--- config.mk ---
export PLATFORM = sky130hd
export DESIGN_NAME = pair_tlb
export DESIGN_NICKNAME = d
export VERILOG_FILES = /design/src/rtl/pair_tlb_pkg.sv /design/src/rtl/pair_tlb_entry.sv /design/src/rtl/pair_tlb_pick.sv /design/src/rtl/pair_tlb_resolve.sv /design/src/rtl/pair_tlb.sv
export SDC_FILE = /design/constraint.sdc
export NUM_CORES = 2
export LEC_CHECK = 0
export BUFFER_PORTS_ARGS = -buffer_cell sky130_fd_sc_hd__buf_2
export CORE_MARGIN = 2
export CORE_UTILIZATION = 55
export CTS_BUF_LIST = sky130_fd_sc_hd__clkbuf_8 sky130_fd_sc_hd__clkbuf_16
export CTS_CLUSTER_DIAMETER = 40
export DETAILED_ROUTE_END_ITERATION = 6
export GPL_ROUTABILITY_DRIVEN = 0
export PLACE_DENSITY_LB_ADDON = 0.05
export SLEW_MARGIN = 20
export SYNTH_ARGS = -nofsm -noshare
export SYNTH_HDL_FRONTEND = slang
export SYNTH_SLANG_ARGS = --single-unit
--- constraint.sdc ---
create_clock -name clk_i -period 6.75 [get_ports clk_i]
set_clock_uncertainty 0.2 [all_clocks]
set_input_delay 0.3375 -clock clk_i [delete_from_list [all_inputs] [get_ports clk_i]]
set_output_delay 0.3375 -clock clk_i [all_outputs]
set_load 0.05 [all_outputs]
--- src/rtl/pair_tlb_pkg.sv ---
package pair_tlb_pkg;
  typedef enum logic [2:0] {
    RES_MATCH = 3'b000,
    RES_MISS  = 3'b001,
    RES_INVAL = 3'b010,
    RES_DIRTY = 3'b011
  } res_e;
endpackage

--- src/rtl/pair_tlb_entry.sv ---
module pair_tlb_entry #(
  parameter int ADDR_W   = 32,
  parameter int ASID_W   = 8,
  parameter int PAGE_LSB = 12,
  parameter int IDX_W    = 4,
  parameter int IDX      = 0
) (
  input  logic              clk_i,
  input  logic              rst_ni,
  input  logic              we_i,
  input  logic [IDX_W-1:0]  widx_i,
  input  logic [ADDR_W-1:0] w_tag_i,
  input  logic [ADDR_W-1:0] w_mask_i,
  input  logic [ASID_W-1:0] w_asid_i,
  input  logic              w_glob_i,
  input  logic [ADDR_W-1:0] w_pfn0_i,
  input  logic              w_v0_i,
  input  logic              w_d0_i,
  input  logic [ADDR_W-1:0] w_pfn1_i,
  input  logic              w_v1_i,
  input  logic              w_d1_i,
  input  logic [ADDR_W-1:0] va_i,
  input  logic [ASID_W-1:0] asid_i,
  output logic              hit_o,
  output logic [ADDR_W-1:0] emask_o,
  output logic [ADDR_W-1:0] pfn0_o,
  output logic              v0_o,
  output logic              d0_o,
  output logic [ADDR_W-1:0] pfn1_o,
  output logic              v1_o,
  output logic              d1_o
);
  // pair span of two minimum pages is always masked
  localparam logic [ADDR_W-1:0] MIN_MASK =
    {{(ADDR_W-PAGE_LSB-1){1'b0}}, {(PAGE_LSB+1){1'b1}}};
  localparam logic [IDX_W-1:0] MY_IDX = IDX_W'(IDX);

  logic [ADDR_W-1:0] tag_q, mask_q, pfn0_q, pfn1_q;
  logic [ASID_W-1:0] asid_q;
  logic              glob_q, v0_q, d0_q, v1_q, d1_q;
  logic              sel_wr;

  assign sel_wr = we_i && (widx_i == MY_IDX);

  always_ff @(posedge clk_i or negedge rst_ni) begin
    if (!rst_ni) begin
      tag_q  <= '0;
      mask_q <= '0;
      asid_q <= '0;
      glob_q <= 1'b0;
      pfn0_q <= '0;
      v0_q   <= 1'b0;
      d0_q   <= 1'b0;
      pfn1_q <= '0;
      v1_q   <= 1'b0;
      d1_q   <= 1'b0;
    end else if (sel_wr) begin
      tag_q  <= w_tag_i;
      mask_q <= w_mask_i;
      asid_q <= w_asid_i;
      glob_q <= w_glob_i;
      pfn0_q <= w_pfn0_i;
      v0_q   <= w_v0_i;
      d0_q   <= w_d0_i;
      pfn1_q <= w_pfn1_i;
      v1_q   <= w_v1_i;
      d1_q   <= w_d1_i;
    end
  end

  logic [ADDR_W-1:0] emask;
  logic              tag_eq, asid_ok;

  assign emask   = mask_q | MIN_MASK;
  assign tag_eq  = ((va_i ^ tag_q) & ~emask) == '0;
  assign asid_ok = glob_q || (asid_q == asid_i);
  assign hit_o   = tag_eq && asid_ok;
  assign emask_o = emask;
  assign pfn0_o  = pfn0_q;
  assign v0_o    = v0_q;
  assign d0_o    = d0_q;
  assign pfn1_o  = pfn1_q;
  assign v1_o    = v1_q;
  assign d1_o    = d1_q;
endmodule

--- src/rtl/pair_tlb_pick.sv ---
module pair_tlb_pick #(
  parameter int N_ENT = 16,
  parameter int IDX_W = 4
) (
  input  logic [N_ENT-1:0] hit_i,
  output logic             any_o,
  output logic [IDX_W-1:0] idx_o
);
  // scan downward so the lowest index is written last
  always_comb begin
    any_o = 1'b0;
    idx_o = '0;
    for (int i = N_ENT - 1; i >= 0; i--) begin
      if (hit_i[i]) begin
        any_o = 1'b1;
        idx_o = IDX_W'(i);
      end
    end
  end
endmodule

--- src/rtl/pair_tlb_resolve.sv ---
module pair_tlb_resolve
  import pair_tlb_pkg::*;
#(
  parameter int ADDR_W = 32
) (
  input  logic              any_i,
  input  logic              wr_i,
  input  logic [ADDR_W-1:0] va_i,
  input  logic [ADDR_W-1:0] emask_i,
  input  logic [ADDR_W-1:0] pfn0_i,
  input  logic              v0_i,
  input  logic              d0_i,
  input  logic [ADDR_W-1:0] pfn1_i,
  input  logic              v1_i,
  input  logic              d1_i,
  output logic [ADDR_W-1:0] pa_o,
  output logic              writable_o,
  output res_e              res_o
);
  logic [ADDR_W-1:0] half, top_bit, pfn_sel;
  logic              odd, v_sel, d_sel;

  assign half    = emask_i >> 1;
  assign top_bit = emask_i & ~half;
  assign odd     = |(va_i & top_bit);
  assign pfn_sel = odd ? pfn1_i : pfn0_i;
  assign v_sel   = odd ? v1_i : v0_i;
  assign d_sel   = odd ? d1_i : d0_i;

  always_comb begin
    res_o      = RES_MATCH;
    pa_o       = '0;
    writable_o = 1'b0;
    if (!any_i)            res_o = RES_MISS;
    else if (!v_sel)       res_o = RES_INVAL;
    else if (wr_i && !d_sel) res_o = RES_DIRTY;
    else begin
      pa_o       = pfn_sel | (va_i & half);
      writable_o = d_sel;
    end
  end
endmodule

--- src/rtl/pair_tlb.sv ---
module pair_tlb
  import pair_tlb_pkg::*;
#(
  parameter int ADDR_W   = 32,
  parameter int ASID_W   = 8,
  parameter int N_ENT    = 16,
  parameter int PAGE_LSB = 12,
  localparam int IDX_W   = $clog2(N_ENT)
) (
  input  logic              clk_i,
  input  logic              rst_ni,
  input  logic              we_i,
  input  logic [IDX_W-1:0]  widx_i,
  input  logic [ADDR_W-1:0] w_tag_i,
  input  logic [ADDR_W-1:0] w_mask_i,
  input  logic [ASID_W-1:0] w_asid_i,
  input  logic              w_glob_i,
  input  logic [ADDR_W-1:0] w_pfn0_i,
  input  logic              w_v0_i,
  input  logic              w_d0_i,
  input  logic [ADDR_W-1:0] w_pfn1_i,
  input  logic              w_v1_i,
  input  logic              w_d1_i,
  input  logic [ADDR_W-1:0] va_i,
  input  logic [ASID_W-1:0] asid_i,
  input  logic              wr_i,
  output logic [ADDR_W-1:0] pa_o,
  output logic              writable_o,
  output logic [2:0]        res_o
);
  logic [N_ENT-1:0]  hit;
  logic [ADDR_W-1:0] emask_a [N_ENT];
  logic [ADDR_W-1:0] pfn0_a  [N_ENT];
  logic [ADDR_W-1:0] pfn1_a  [N_ENT];
  logic [N_ENT-1:0]  v0_a, d0_a, v1_a, d1_a;

  for (genvar g = 0; g < N_ENT; g++) begin : g_ent
    pair_tlb_entry #(
      .ADDR_W(ADDR_W), .ASID_W(ASID_W), .PAGE_LSB(PAGE_LSB),
      .IDX_W(IDX_W), .IDX(g)
    ) ent_i (
      .clk_i   (clk_i),
      .rst_ni  (rst_ni),
      .we_i    (we_i),
      .widx_i  (widx_i),
      .w_tag_i (w_tag_i),
      .w_mask_i(w_mask_i),
      .w_asid_i(w_asid_i),
      .w_glob_i(w_glob_i),
      .w_pfn0_i(w_pfn0_i),
      .w_v0_i  (w_v0_i),
      .w_d0_i  (w_d0_i),
      .w_pfn1_i(w_pfn1_i),
      .w_v1_i  (w_v1_i),
      .w_d1_i  (w_d1_i),
      .va_i    (va_i),
      .asid_i  (asid_i),
      .hit_o   (hit[g]),
      .emask_o (emask_a[g]),
      .pfn0_o  (pfn0_a[g]),
      .v0_o    (v0_a[g]),
      .d0_o    (d0_a[g]),
      .pfn1_o  (pfn1_a[g]),
      .v1_o    (v1_a[g]),
      .d1_o    (d1_a[g])
    );
  end

  logic             any_hit;
  logic [IDX_W-1:0] win;

  pair_tlb_pick #(.N_ENT(N_ENT), .IDX_W(IDX_W)) pick_i (
    .hit_i(hit),
    .any_o(any_hit),
    .idx_o(win)
  );

  res_e res;

  pair_tlb_resolve #(.ADDR_W(ADDR_W)) resolve_i (
    .any_i     (any_hit),
    .wr_i      (wr_i),
    .va_i      (va_i),
    .emask_i   (emask_a[win]),
    .pfn0_i    (pfn0_a[win]),
    .v0_i      (v0_a[win]),
    .d0_i      (d0_a[win]),
    .pfn1_i    (pfn1_a[win]),
    .v1_i      (v1_a[win]),
    .d1_i      (d1_a[win]),
    .pa_o      (pa_o),
    .writable_o(writable_o),
    .res_o     (res)
  );

  assign res_o = res;
endmodule

# After elaboration in Yosys (flattened, before gate mapping)
# Cells that the tools add are included.
# Widths: inputs -> output; s select.
dict set report word_totals {
  regBits 2256
  inputBits 189
  word_cells 376
}
dict set report classes {
  order_cmp 2
  eq_ne 31
  muxes 61
  bitwise_logic 54
  n_reduce_logical 68
}
# cell n
set op_table {}
lappend op_table {{$and 32x32->32} 18}
lappend op_table {{$logic_not 32->1} 16}
lappend op_table {{$not 32->32} 16}
lappend op_table {{$xor 32x32->32} 16}
lappend op_table {{$bmux 32 s4} 3}
lappend op_table {{$mux 32} 10}
lappend op_table {{$eq 8x8->1} 16}
lappend op_table {{$mux 4} 16}
lappend op_table {{$logic_and 1x1->1} 33}
lappend op_table {{$and 32x31->32} 1}
lappend op_table {{$eq 4x4->1 const B} 8}
lappend op_table {{$not 31->32} 1}
lappend op_table {{$or 32x32->32} 1}
lappend op_table {{$reduce_or 32->1} 1}
lappend op_table {{$mux 1} 25}
lappend op_table {{$bmux 1 s4} 4}
lappend op_table {{$eq 4x3->1 const B} 4}
lappend op_table {{$logic_or 1x1->1} 16}
lappend op_table {{$eq 4x2->1 const B} 2}
lappend op_table {{$mux 3} 2}
lappend op_table {{$ge 5x5->1 const B} 1}
lappend op_table {{$lt 4x5->1 const B} 1}
lappend op_table {{$not 4->5} 1}
lappend op_table {{$eq 4x1->1 const B} 1}
lappend op_table {{other kinds (3)} 3}

# Longest topological paths before layout
dict set report depth {
  depth_word 34
  ltp_mapped 26
  ltp_nobuf 16
}

# Cells and area by module
# From an unflattened synthesis, not the netlist that was laid out.
dict set report hier_totals {
  hier_cells 5851
  hier_area_um2 88209.6
}
# module instances cells_per_inst area_per_inst_um2 seq_area_each_um2
set modules_own_cells {}
lappend modules_own_cells {{pair_tlb_entry (g_ent[10].ent_i ...)} 5 301 4707.0 2877.8}
lappend modules_own_cells {pair_tlb 1 837 11617.4 0.0}
lappend modules_own_cells {{pair_tlb_entry (g_ent[1].ent_i ...)} 2 301 4729.5 2877.8}
lappend modules_own_cells {{pair_tlb_entry (g_ent[4].ent_i ...)} 2 302 4713.3 2877.8}
lappend modules_own_cells {{pair_tlb_entry (g_ent[13].ent_i ...)} 2 301 4702.0 2877.8}
lappend modules_own_cells {{pair_tlb_entry (g_ent[11].ent_i ...)} 2 301 4698.3 2877.8}
lappend modules_own_cells {{pair_tlb_entry (g_ent[0].ent_i)} 1 301 4732.0 2877.8}
lappend modules_own_cells {{pair_tlb_entry (g_ent[15].ent_i)} 1 301 4703.3 2877.8}
lappend modules_own_cells {{pair_tlb_entry (g_ent[3].ent_i)} 1 301 4689.5 2877.8}
lappend modules_own_cells {pair_tlb_resolve 1 163 1067.3 0.0}
lappend modules_own_cells {pair_tlb_pick 1 33 178.9 0.0}

# Worst setup path before layout
# No wires, ideal clock.
dict set report synth_path {
  path_kind {input -> output}
  startpoint {in va_i[25]}
  endpoint {out pa_o[14]}
  t_arrival_ns 7.384
  slack_ns -1.171
  path_stages 20
  path_cell_list {buf_2 > xnor2_1 > o22ai_1 > or4_4 > nor4_4 > o211ai_2 > a2111oi_4 > nor2_8 > buf_4 > buf_6 > mux2i_1 > mux4_2 > and2_1 > o221a_1 > a2111oi_1 > and4_1 > buf_2 > nand2_1 > mux2_2 > a2111oi_0}
}
dict set report synth_between {
  elab_chain_cells 34
  word_cells_on_any_way 128
  cone_classes {mux: 55; bitwise: 38; reduce/logical: 35}
}
# item line
set synth_rtl {}
lappend synth_rtl {{start, declared} pair_tlb.sv:24} ;# input logic [ADDR_W-1:0] va_i,
lappend synth_rtl {{$xor 32x32->32} pair_tlb_entry.sv:75} ;# assign tag_eq = ((va_i ^ tag_q) & ~emask) == '0;
lappend synth_rtl {{$and 32x32->32} pair_tlb_entry.sv:75}
lappend synth_rtl {{$logic_not 32->1} pair_tlb_entry.sv:75}
lappend synth_rtl {{$logic_and 1x1->1} pair_tlb_entry.sv:77} ;# assign hit_o = tag_eq && asid_ok;
lappend synth_rtl {{$mux 4 (16 in a row)} pair_tlb_pick.sv:14} ;# if (hit_i[i]) begin
lappend synth_rtl {{$not 4->5 (not written as such)} {pair_tlb.sv:84, pair_tlb.sv:85, pair_tlb.sv:88}}
lappend synth_rtl {{$bmux 32 s4} pair_tlb.sv:84} ;# .emask_i (emask_a[win]),
lappend synth_rtl {{$mux 32 (not written as such) (2 in a row)} pair_tlb.sv:84}
lappend synth_rtl {{(+2 left out)} -}
lappend synth_rtl {{$and 32x32->32} pair_tlb_resolve.sv:25} ;# assign odd = |(va_i & top_bit);
lappend synth_rtl {{$reduce_or 32->1} pair_tlb_resolve.sv:25}
lappend synth_rtl {{$mux 1} pair_tlb_resolve.sv:28} ;# assign d_sel = odd ? d1_i : d0_i;
lappend synth_rtl {{$logic_not 1->1} pair_tlb_resolve.sv:36} ;# else if (wr_i && !d_sel) res_o = RES_DIRTY;
lappend synth_rtl {{$logic_and 1x1->1} pair_tlb_resolve.sv:36}
lappend synth_rtl {{$mux 32} pair_tlb_resolve.sv:36}
lappend synth_rtl {{$mux 32} pair_tlb_resolve.sv:35} ;# else if (!v_sel) res_o = RES_INVAL;
lappend synth_rtl {{$mux 32 *} pair_tlb_resolve.sv:34} ;# if (!any_i) res_o = RES_MISS;
lappend synth_rtl {{end, declared} pair_tlb.sv:27} ;# output logic [ADDR_W-1:0] pa_o,
# Mark *: on every way between the ends. The rest lies on a longest branch, timed or not. The select of a mux whose other input is x is not followed.

# Final worst setup path
dict set report layout_path {
  startpoint {reg g_ent[6].ent_i.tag_q[31]}
  endpoint {out pa_o[2]}
}
dict set report layout_between {
  elab_chain_cells 25
  word_cells_on_any_way 50
  cone_classes {mux: 37; bitwise: 8; reduce/logical: 5}
}
# item line
set layout_rtl {}
lappend layout_rtl {{start, declared} pair_tlb_entry.sv:38} ;# logic [ADDR_W-1:0] tag_q, mask_q, pfn0_q, pfn1_q;
lappend layout_rtl {{start signal, assigned} pair_tlb_entry.sv:58} ;# tag_q <= w_tag_i;
lappend layout_rtl {{$xor 32x32->32 *} pair_tlb_entry.sv:75}
lappend layout_rtl {{$and 32x32->32 *} pair_tlb_entry.sv:75}
lappend layout_rtl {{$logic_not 32->1 *} pair_tlb_entry.sv:75}
lappend layout_rtl {{$logic_and 1x1->1 *} pair_tlb_entry.sv:77}
lappend layout_rtl {{$mux 4 (7 in a row)} pair_tlb_pick.sv:14}
lappend layout_rtl {{$not 4->5 (not written as such)} {pair_tlb.sv:84, pair_tlb.sv:85, pair_tlb.sv:88}}
lappend layout_rtl {{$bmux 32 s4} pair_tlb.sv:84}
lappend layout_rtl {{$mux 32 (not written as such) (2 in a row)} pair_tlb.sv:84}
lappend layout_rtl {{(+2 left out)} -}
lappend layout_rtl {{$and 32x32->32} pair_tlb_resolve.sv:25}
lappend layout_rtl {{$reduce_or 32->1} pair_tlb_resolve.sv:25}
lappend layout_rtl {{$mux 1} pair_tlb_resolve.sv:28}
lappend layout_rtl {{$logic_not 1->1} pair_tlb_resolve.sv:36}
lappend layout_rtl {{$logic_and 1x1->1} pair_tlb_resolve.sv:36}
lappend layout_rtl {{$mux 32} pair_tlb_resolve.sv:36}
lappend layout_rtl {{$mux 32} pair_tlb_resolve.sv:35}
lappend layout_rtl {{$mux 32 *} pair_tlb_resolve.sv:34}
# Marked as above.

==> flow_metrics.tcl <==
set metrics [dict create \
    outcome "finished with violations" \
    violations "design-rule violations, negative setup slack" \
    power_uw 38600 \
    synth_top_area_cell "dfrtp_1" \
    p_leak_uw 0.0480 \
    cts_buffers 292 \
    cellPowerDensity_mw_per_mm2 356 \
    hold_class "in -> async" \
    yosysMostFrequentCell "mux2_2" \
    drt-pass1-iter-count 7 \
    synth_area_mm2 0.0888 \
    globalRouteOverflowTotal 0 \
    cts_tree "yes" \
    antenna_left 0 \
    layout-drive-gt1-share_pct 39.5 \
    grt_pass1_vias 67600 \
    synth_seq_area_share_pct 51.8 \
    synth_seq_cells 1840 \
    synthDistinctLibCells 93 \
    clk_pin_slew_ns 0.06 \
    placed_cell_area_mm2 0.0954 \
    yosys_warnings 0 \
    final_cell_area_mm2 0.108 \
    cts_htree_levels 5 \
    grt_pass1_wl_mm 461 \
    initial_core_util_pct 55.4 \
    core_area_mm2 0.160 \
    worst_pin_slew_ns 1.29 \
    dr_total_vias 67700 \
    synth_top_area_share_pct 51.8 \
    maxCapViolations 0 \
    die_h_um 406 \
    rsz0062_at_grt "yes" \
    setup_viol 35 \
    synth_fp_nets 7998 \
    synth_edf_count 0 \
    synth_top_cells_by_count "mux2_2, dfrtp_1, nand2_1, nand3_1, clkbuf_1" \
    arrival_ns 7.04 \
    post-route-drc-count 4 \
    synth_ff_type "dfrtp_1" \
    dp.final_hpwl_mm 189 \
    finalCriticalPeriod_ns 7.58 \
    final_cells 10800 \
    antenna_found_initial 35 \
    pin_count 225 \
    critPathLaunchType "flop" \
    die_area_mm2 0.165 \
    synth_area_leaders "dfrtp_1, mux2_2, nand2_1" \
    ir_worst_vdd_uv 342 \
    maxSlewViolCount 0 \
    timing.final.ws_setup_ns -0.831 \
    slew_headroom_pct 14.3 \
    final_nets 8612 \
    syn2layout_area_growth_pct 22.0 \
    std_cell_rows 147 \
    synthArstFlopShare_pct 100 \
    syn_inst 7809 \
    portBuffers 197 \
    wirelength_mm 314 \
    clk_latency_ns 0.90 \
    worstSetupPathType "reg -> out" \
    grt_max_degree 174 \
    clock_path_buffers 4 \
    drt_iter0_markers 7150 \
    fmax_ghz 0.132 \
    clock-sinks 1840 \
    routedWlPerCell_um 29.1 \
    synth.avg_cell_area_um2 11.4 \
    end_kind "output port" \
    dp.cells 10100 \
    die_w_um 406 \
    period_share_pct 112 \
    hold_violations 0 \
    worstPathRequired_ns 6.21 \
    via_per_inst 6.26 \
    grtUsageTotal_pct 38.0 \
    crit_fanout 7 \
    root_buffer "clkbuf_16" \
]
==> final cells by class <==
cell class / count / area (um^2)
Tap cell: 2160 / 2700
Sequential cell: 1840 / 46000
Inverter: 24 / 90.1
Clock buffer: 331 / 7950
Timing Repair Buffer: 979 / 8420
Fill cell: 12200 / 52000
Clock inverter: 166 / 1860
Antenna cell: 19 / 47.5
Multi-Input combinational cell: 5286 / 41300
==> cells in the final DEF, fill, tap and decap left out, types with 30 or more instances in the layout <==
master         count
buf_4            589
dlygate4sd3_1    122
clkinv_2          36
mux2i_1           59
mux2_2          1845
nand2_1         1215
a21oi_1          165
bufinv_16         32
buf_12            72
clkbuf_8          30
inv_1             48
xnor2_1          294
buf_2            161
o21ai_0          101
nor4_1            33
nor2_1            88
clkbuf_16        303
xor2_1           112
dfrtp_1         1838
o22ai_1          119
nand3_1          760
==> critical path, cell delays in order, from the launching register on <==
cell and delay [ns]:
dfrtp_1 0.41, xnor2_2 0.18, o22ai_2 0.13, or4_4 0.55
or4_4 0.54, buf_6 0.13, nand4_1 0.10, buf_4 0.16
a41oi_4 0.04, nor2_4 0.18, buf_8 0.15, mux2_2 0.33
o211ai_1 0.38, a211o_1 0.19, a31oi_1 0.09, a2111o_1 0.45
or4_4 0.67, or4_4 0.55, a31oi_4 0.26, buf_4 0.16
buf_8 0.14, nor4b_1 0.07, buf_4 0.22
==> per-layer routing <==
metal | track usage [%] | vias to the layer above | wire length (um)
met5 | 0 | - | 141
met4 | 20.0 | 24 | 18900
met3 | 10.5 | 926 | 31600
met2 | 55.7 | 3249 | 137000
met1 | 51.7 | 34800 | 127000
li1 | - | 28700 | -
==> where the power goes <==
part,total [uW],switching [uW],internal (uW)
Sequential,15500,1860,13600
Combinational,7940,3910,4030
Clock,15200,5500,9670
Total,38600,11300,27300
==> state kept, by name, summed over array words and instances, names as in the netlist <==
register,count
g_ent.ent_i.pfn0_o,512
g_ent.ent_i.pfn1_o,512
g_ent.ent_i.mask_q,304
g_ent.ent_i.tag_q,304
g_ent.ent_i.asid_q,128
g_ent.ent_i.d0_o,16
g_ent.ent_i.d1_o,16
g_ent.ent_i.glob_q,16
g_ent.ent_i.v0_o,16
g_ent.ent_i.v1_o,16
==> metrics by stage <==
| step | hold WS (ns) | util [%] | worst slack (ns) | TNS, ns |
|---|---|---|---|---|
| 3_5_place_dp | 0.191 | 59.5 | -0.894 | -28.06 |
| 4_1_cts | 0.0319 | 67.1 | -0.621 | -20.54 |
| 6_report | 0.0342 | 67.6 | -0.831 | -27.29 |
| 3_3_place_gp | 0.195 | 59.5 | -0.911 | -28.75 |
| 5_1_grt | 0.0646 | 67.6 | -0.820 | -27.04 |
| 2_1_floorplan | -0.158 | - | -0.485 | -5.51 |
==> repair_timing <==
action | CTS | global route
endpoints found under the setup margin | 35 | 35
hold buffers | 123 | 0
gates resized for setup | 180 | 81
cloned | 2 | 2
pin swaps | 28 | 42
hold endpoints to repair | 2497 | 0
buffers inserted | 35 | 28
==> cell families (layout without fill, tap and decap cells) <==
kind of cell,count (synthesis),in the layout,share of synthesized area [%]
muxes,1925,1925,24.5
buffers and inverters,683,1500,3.14
DFF,1840,1840,51.8
and+or+nand+nor,2329,2329,11.8
xor gates and xnor gates,432,432,4.26
AOI/OAI and AO/OA,599,599,4.47
other,1,20,0.00422
==> worst paths after layout <==
path | startpoint | to | slack (ns) | cells after the start
setup / recovery | g_ent[6].ent_i.tag_q[31] | pa_o[2] | -0.83 | 22
hold / removal | rst_ni | g_ent[13].ent_i.tag_q[28] | 0.03 | 3
setup reg to reg | g_ent[15].ent_i.mask_q[28] | g_ent[15].ent_i.mask_q[28] | 5.53 | 1
hold reg to reg | g_ent[2].ent_i.pfn0_o[15] | g_ent[2].ent_i.pfn0_o[15] | 0.30 | 1
max in group asynchronous | rst_ni | g_ent[2].ent_i.pfn1_o[14] | 4.91 | 4
min in group clk_i | we_i | g_ent[13].ent_i.mask_q[27] | 0.08 | 4
Power figures use the tool's default switching activity.
